### src/rtl/seg_addr_gen.sv
module seg_addr_gen #(
  parameter int SEG_W    = 16,
  parameter int OFS_W    = 16,
  parameter int SHIFT    = 4,
  parameter int ADDR_W   = 20,
  parameter int SEL_W    = 2,
  parameter logic [SEG_W-1:0] CS_RESET = '1
) (
  input  logic              clk,
  input  logic              rst_n,
  input  logic              seg_wr_en,
  input  logic [SEL_W-1:0]  seg_wr_sel,
  input  logic [SEG_W-1:0]  seg_wr_data,
  input  logic              req_valid,
  input  logic [1:0]        req_class,
  input  logic [OFS_W-1:0]  req_offset,
  input  logic              ovr_valid,
  input  logic [SEL_W-1:0]  ovr_sel,
  output logic [ADDR_W-1:0] addr_out,
  output logic              addr_valid,
  output logic [SEL_W-1:0]  seg_used
);

  localparam int NSEG = 1 << SEL_W;
  localparam logic [SEL_W-1:0] SEL_ES = SEL_W'(0);
  localparam logic [SEL_W-1:0] SEL_CS = SEL_W'(1);
  localparam logic [SEL_W-1:0] SEL_SS = SEL_W'(2);
  localparam logic [SEL_W-1:0] SEL_DS = SEL_W'(3);
  localparam logic [1:0] CLS_FETCH = 2'd0;
  localparam logic [1:0] CLS_STACK = 2'd1;
  localparam logic [1:0] CLS_DATA  = 2'd2;
  localparam logic [1:0] CLS_STRD  = 2'd3;

  logic [SEG_W-1:0]  seg_q [NSEG];
  logic [SEL_W-1:0]  dflt_sel, eff_sel;
  logic [ADDR_W-1:0] phys;

  always_ff @(posedge clk or negedge rst_n) begin
    if (!rst_n) begin
      for (int i = 0; i < NSEG; i++)
        seg_q[i] <= (SEL_W'(i) == SEL_CS) ? CS_RESET : '0;
    end else if (seg_wr_en) begin
      seg_q[seg_wr_sel] <= seg_wr_data;
    end
  end

  always_comb begin
    case (req_class)
      CLS_FETCH: dflt_sel = SEL_CS;
      CLS_STACK: dflt_sel = SEL_SS;
      CLS_DATA:  dflt_sel = SEL_DS;
      default:   dflt_sel = SEL_ES;
    endcase
  end

  assign eff_sel = (ovr_valid && req_class != CLS_STRD) ? ovr_sel : dflt_sel;
  assign phys    = (ADDR_W'(seg_q[eff_sel]) << SHIFT) + ADDR_W'(req_offset);

  always_ff @(posedge clk or negedge rst_n) begin
    if (!rst_n) begin
      addr_out   <= '0;
      addr_valid <= 1'b0;
      seg_used   <= '0;
    end else begin
      addr_valid <= req_valid;
      if (req_valid) begin
        addr_out <= phys;
        seg_used <= eff_sel;
      end
    end
  end

  AST_VALID_AFTER_REQ: assert property (@(posedge clk) disable iff (!rst_n)
    req_valid |=> addr_valid);
  AST_NO_VALID_IDLE: assert property (@(posedge clk) disable iff (!rst_n)
    !req_valid |=> !addr_valid);
  AST_FETCH_CODE: assert property (@(posedge clk) disable iff (!rst_n)
    (req_valid && !ovr_valid && req_class == CLS_FETCH) |=> seg_used == SEL_CS);
  AST_STACK_SS: assert property (@(posedge clk) disable iff (!rst_n)
    (req_valid && !ovr_valid && req_class == CLS_STACK) |=> seg_used == SEL_SS);
  AST_DATA_DS: assert property (@(posedge clk) disable iff (!rst_n)
    (req_valid && !ovr_valid && req_class == CLS_DATA) |=> seg_used == SEL_DS);
  AST_STRD_EXTRA: assert property (@(posedge clk) disable iff (!rst_n)
    (req_valid && req_class == CLS_STRD) |=> seg_used == SEL_ES);
  AST_OVR_TAKEN: assert property (@(posedge clk) disable iff (!rst_n)
    (req_valid && ovr_valid && req_class != CLS_STRD) |=> seg_used == $past(ovr_sel));
  AST_IDLE_HOLD: assert property (@(posedge clk) disable iff (!rst_n)
    !req_valid |=> ($stable(addr_out) && $stable(seg_used)));

endmodule

### config.mk
export PLATFORM = sky130hd
export DESIGN_NAME = seg_addr_gen
export DESIGN_NICKNAME = d
export VERILOG_FILES = /design/src/rtl/seg_addr_gen.sv
export SDC_FILE = /design/constraint.sdc
export NUM_CORES = 1
export LEC_CHECK = 0
export ABC_AREA = 1
export BUFFER_PORTS_ARGS = -buffer_cell sky130_fd_sc_hd__buf_2
export CAP_MARGIN = 20
export CORE_MARGIN = 1
export CORE_UTILIZATION = 23
export CTS_BUF_LIST = sky130_fd_sc_hd__clkbuf_8
export CTS_CLUSTER_DIAMETER = 30
export CTS_CLUSTER_SIZE = 30
export DETAILED_ROUTE_END_ITERATION = 10
export REMOVE_ABC_BUFFERS = 1
export SYNTH_ARGS = -nofsm -noshare
export SYNTH_HDL_FRONTEND = slang
export SYNTH_SLANG_ARGS = --single-unit
### constraint.sdc
create_clock -name clk -period 4.2 [get_ports clk]
set_clock_uncertainty 0.05 [all_clocks]
set_input_delay 0.42 -clock clk [delete_from_list [all_inputs] [get_ports clk]]
set_output_delay 0.42 -clock clk [all_outputs]
set_load 0.005 [all_outputs]
After elaboration in Yosys (flattened, before gate mapping)
Cells that the tools add are included.
{ "word_totals": {"regBits": 87, "latchBits": 0, "mem_bits_rw": 0, "mem_bits_ro": 0, "inputBits": 43, "output_inout_bits": 23, "wordCells": 27, "n_memories": 0} }
{ "classes": {"n_addsub": 1, "multipliers": 0, "div_mod_pow": 0, "magnitude_cmp": 3, "n_eq_ne": 3, "shift": 0, "mux": 8, "bitwise": 2, "n_reduce_logical": 3} }
{ "ops": {"columns": ["operator", "n"], "rows": [
  ["$bwmux W64", 1],
  ["$mux W16", 3],
  ["$bmux W16 S2", 1],
  ["$demux W16 S2", 1],
  ["$add A20 B16 Y20", 1],
  ["$ge A3 B3 Y1 const B", 2],
  ["$not A2 Y3", 2],
  ["$pmux W2 S3", 1],
  ["$lt A3 B1 Y1 const B", 1],
  ["$eq A2 B1 Y1 const B", 1],
  ["$eq A2 B2 Y1 const B", 1],
  ["$logic_and A1 B1 Y1", 2],
  ["$logic_not A2 Y1", 1],
  ["$mux W2", 1],
  ["$ne A2 B2 Y1 const B", 1]
]} }

Depth between registers and ports, before layout
{ "logic_depth": {"depth_word": 8, "ltp_mapped": 20} }

Worst setup path before layout
No wires, ideal clock.
{ "synth_timing": {"path_type": "in2reg", "from": "input req_class[0]", "to": "register addr_out[16]", "arrival_ns": 2.731, "t_required_ns": 4.068, "setup_slack_ns": 1.337, "stages": 17, "n_path_buf": 2, "path_cell_list": "ha_1 > inv_2 > nand2_2 > nand2_1 > nand2_1 > buf_6 > clkbuf_1 > o21ai_0 > o22ai_1 > ha_1 > fa_1 > nand3_1 > nand2_1 > nand3_1 > nand3_1 > or2_1 > a31oi_1"} }
{ "synth_via": {"elab_chain_len": 8} }
{ "synth_lines": {"columns": ["item", "line_no", "rtl"], "rows": [
  ["from (decl)", "15", "input logic [1:0] req_class,"],
  ["$eq A2 B2 Y1, or another cell as far along", "48", "case (req_class)"],
  ["$pmux W2 S3 or $logic_and A1 B1 Y1 (tied branches)", "48, 56", null],
  ["$mux W2 *", "56", "assign eff_sel = (ovr_valid && req_class != CLS_STRD) ? ovr_sel : dflt_sel;"],
  ["$not A2 Y3 (not written as such) *", "57", "assign phys = (ADDR_W'(seg_q[eff_sel]) << SHIFT) + ADDR_W'(req_offset);"],
  ["$bmux W16 S2 *", "57", null],
  ["$mux W16 (not written as such) * (2 in series)", "57", null],
  ["$add A20 B16 Y20 *", "57", null],
  ["to (signal assigned)", "67", "addr_out <= phys;"],
  ["to (decl)", "19", "output logic [ADDR_W-1:0] addr_out,"]
]} }
Every way passes the cells marked *; elsewhere a longest branch is shown, timed or not. The select of a mux whose other input is x is not followed.
A chain may end at the register's enable or synchronous reset.

Final worst setup path
Ends and elaborated chain as after synthesis.

==> summary.md <==
| Metric | Value |
|---|---|
| Max-Cap Viols | 0 |
| Dominant cell type by area after synthesis | dfrtp_1 |
| Hold buffer count at cts | 0 |
| Worst setup EP type | register |
| DRC Markers | 0 |
| Die Ht | 140 um |
| CTS H-tree lvls | 3 |
| Cell Pwr Density | 451 mW/mm2 |
| Arrival time at the worst endpoint | 3.35 ns |
| EDFF count, synth | 0 |
| Main flop type after synthesis | dfrtp_1 |
| DIE AREA | 0.0195 mm2 |
| Drt first pass iters | 5 |
| Clk_lat worst skew | 0.35 ns |
| Top post-synthesis cells by count | 140 x nand2_1, 103 x o21ai_0, 71 x dfrtp_1 |
| Antenna violations before repair | 0 |
| Routed Antenna Nets | 0 |
| Element type at the critical path start | input port |
| Worst slew pin tran | 0.738 ns |
| Clk sinks | 87 |
| Post-synth top area share | 40.7% |
| Syn Area/Cell | 8.14 um2 |
| TritonCTS Buffers | 9 |
| Crit-path max cell delay | 0.48 ns |
| Largest net degree at the start of global routing | 88 |
| Clock buffer depth | 2 |
| Post-synthesis sequential area ratio | 50.4% |
| First-pass GRT wire length | 17.9 mm |
| PortBufs | 65 |
| Worst EP required | 4.43 ns |
| Final min period | 3.12 ns |
| Cell variety after synth | 26 |
| Count of final max-slew check failures | 0 |
| Yosys reg bits | 87 |
| CP bufs+invs | 3 |
| Largest delay share family, worst path | simple AND/OR/NAND/NOR gates |
| Comb pwr share | 26.9% |
| Total congestion overflow | 0 |
| CP max FO | 22 |
| Inserted Diodes | 0 |
| Die W | 140 um |
| Synth warnings | 0 |
| Worst-path cell chain | buf_2 > ha_1 > inv_2 > nand2_2 > nand2_1 > nand2_1 > buf_4 > o21ai_0 > o22ai_1 > fa_1 > nand3_1 > nand2_1 > nand3_1 > nand3_1 > or2_1 > a31oi_1 |
| Critical path class | input port to register |
| Vias/cell | 4.50 |
| Starting DRT DRC Count | 257 |
| Maximum VDD drop | 0.143 mV |
| Setup repair bufs after CTS | 0 |
| Net Sw Frac | 32.3% |
| Flop2flop setup slack | 1.95 ns |
| Share of cells above drive strength 1 | 19.0% |
| Setup TNS Final | 0 ns |
| Clk slew on worst S/H paths | 0.08 ns |
| Synth area leaders | dfrtp_1 41%, nand2_1 12%, o21ai_0 12%, dfstp_2 9.6%, ha_1 4.6% |
| Status | finished, final reports clean |
| Async S/R FF share, synth | 100% |
| Routed wire length | 11.2 mm |
| Initial core utilization | 23.9% |
| Root Buffer | clkbuf_8 |
| Placer congestion estimate | 0.834 |
| Final hold vios | 0 |
| Setup violations, final | 0 |
| CTS tree | built |
| HPWL after DPL | 7.85 mm |
| Final net count | 655 |
| Post-Syn Area | 0.00436 mm2 |
| Vias | 3,727 |
| Clock power frac | 26.0% |
| Power Internal | 1.58 mW |
| I/O pins | 66 |
| Worst path slowest cell | fa_1 |
| Total GRT Usage | 11.7% |
| Period Utilization, post-route | 74.4% |
| Achievable frequency | 0.320 GHz |
| CTS resizes | 0 |
| Synthesized instance count | 536 |
| Leak | 2.50 nW |
| Row cnt | 49 |
| Vias in the first global route | 3,448 |
| Hold slack | 0.218 ns |
| RSZ-0062 raised after global routing | no |
| Worst min path class | input port to register |
| Slew HR | 50.7% |
| Part of the power in registers | 47.1% |
| NetSw | 0.753 mW |
| Core area | 0.0183 mm2 |
| Average wire per standard cell | 13.5 um |
| Area Overhead vs Synth | 18.5% |
| Count leader, synth | nand2_1 |
-- area by class of cell --
cell class                      count  area, um2
Fill cell                        1988      13100
Clock inverter                      4       43.8
Inverter                           38        143
Timing Repair Buffer               72        418
Sequential cell                    87       2200
Clock buffer                       12        165
Multi-Input combinational cell    387       1920
Tap cell                          229        287
-- cells in the final DEF (no fill, tap or decap), drive strengths merged --
cell	count
a21oi	10
a31oi	7
buf	71
bufinv	1
clkbuf	12
clkinv	2
dfrtp	71
dfstp	16
dlygate4sd3	1
fa	1
ha	16
inv	39
nand2	144
nand3	34
nand4	4
nor2	45
nor3	1
o21a	1
o21ai	103
o22ai	12
or2	3
xnor2	2
xor2	4
-- worst paths after layout --
check / from / to / cells after the start
max in group asynchronous: rst_n / seg_q[41] / 3
min in group asynchronous: rst_n / seg_q[60] / 2
max reg2reg: seg_q[35] / addr_out[16] / 9
max: req_class[0] / addr_out[16] / 16
min: req_offset[2] / addr_out[2] / 3
min reg2reg: addr_out[0] / addr_out[0] / 2
-- power groups by stage --
stage / combinational (mW) / clock, mW / sequential [mW]
detailed placement: 0.622 / 0 / 1.11
global placement: 0.616 / 0 / 1.11
CTS: 0.624 / 0.622 / 1.10
global route: 0.715 / 0.659 / 1.12
floorplan: 0.394 / 0 / 1.10
finish: 0.626 / 0.606 / 1.10
-- registers in the layout, indices dropped and copies added (netlist names) --
| name | count |
|---|---|
| addr_valid | 1 |
| seg_q | 64 |
| seg_used | 2 |
| addr_out | 20 |
-- per-stage QoR --
stage | power [mW] | instance area (um2) | utilization (%) | std cells | setup slack, ns
2_1_floorplan | 1.49 | 4260 | - | 512 | 1.25
3_3_place_gp | 1.73 | 4890 | 26.8 | 809 | 0.807
3_5_place_dp | 1.73 | 4890 | 26.8 | 809 | 0.708
4_1_cts | 2.34 | 5100 | 27.9 | 825 | 1.08
5_1_grt | 2.49 | 5170 | 28.3 | 829 | 0.760
6_report | 2.33 | 5170 | 28.3 | 829 | 1.08
-- worst min-delay path: stages --
cell	delay, ns
buf_2	0.08
nand2_1	0.04
nand2_1	0.05
-- per-layer routing --
metal | track usage, % | up-vias | part of all wire [%]
met4 | 2.43 | 0 | 0.59
met1 | 16.5 | 1735 | 52
met5 | 0 | - | 0
li1 | - | 1889 | -
met2 | 18.1 | 96 | 43
met3 | 2.92 | 7 | 4.4
-- logic make-up after synthesis --
group                    Yosys count  share of synthesized area [%]
AND/OR/NAND/NOR                  231                           21.8
adder cells (fa/ha/maj)           17                           5.05
flip-flops                        87                           50.4
AO/OA/AOI/OAI                    133                           15.9
buffers and inverters             62                           5.68
XOR/XNOR                           6                           1.21
(Power assumes the default switching activity.)
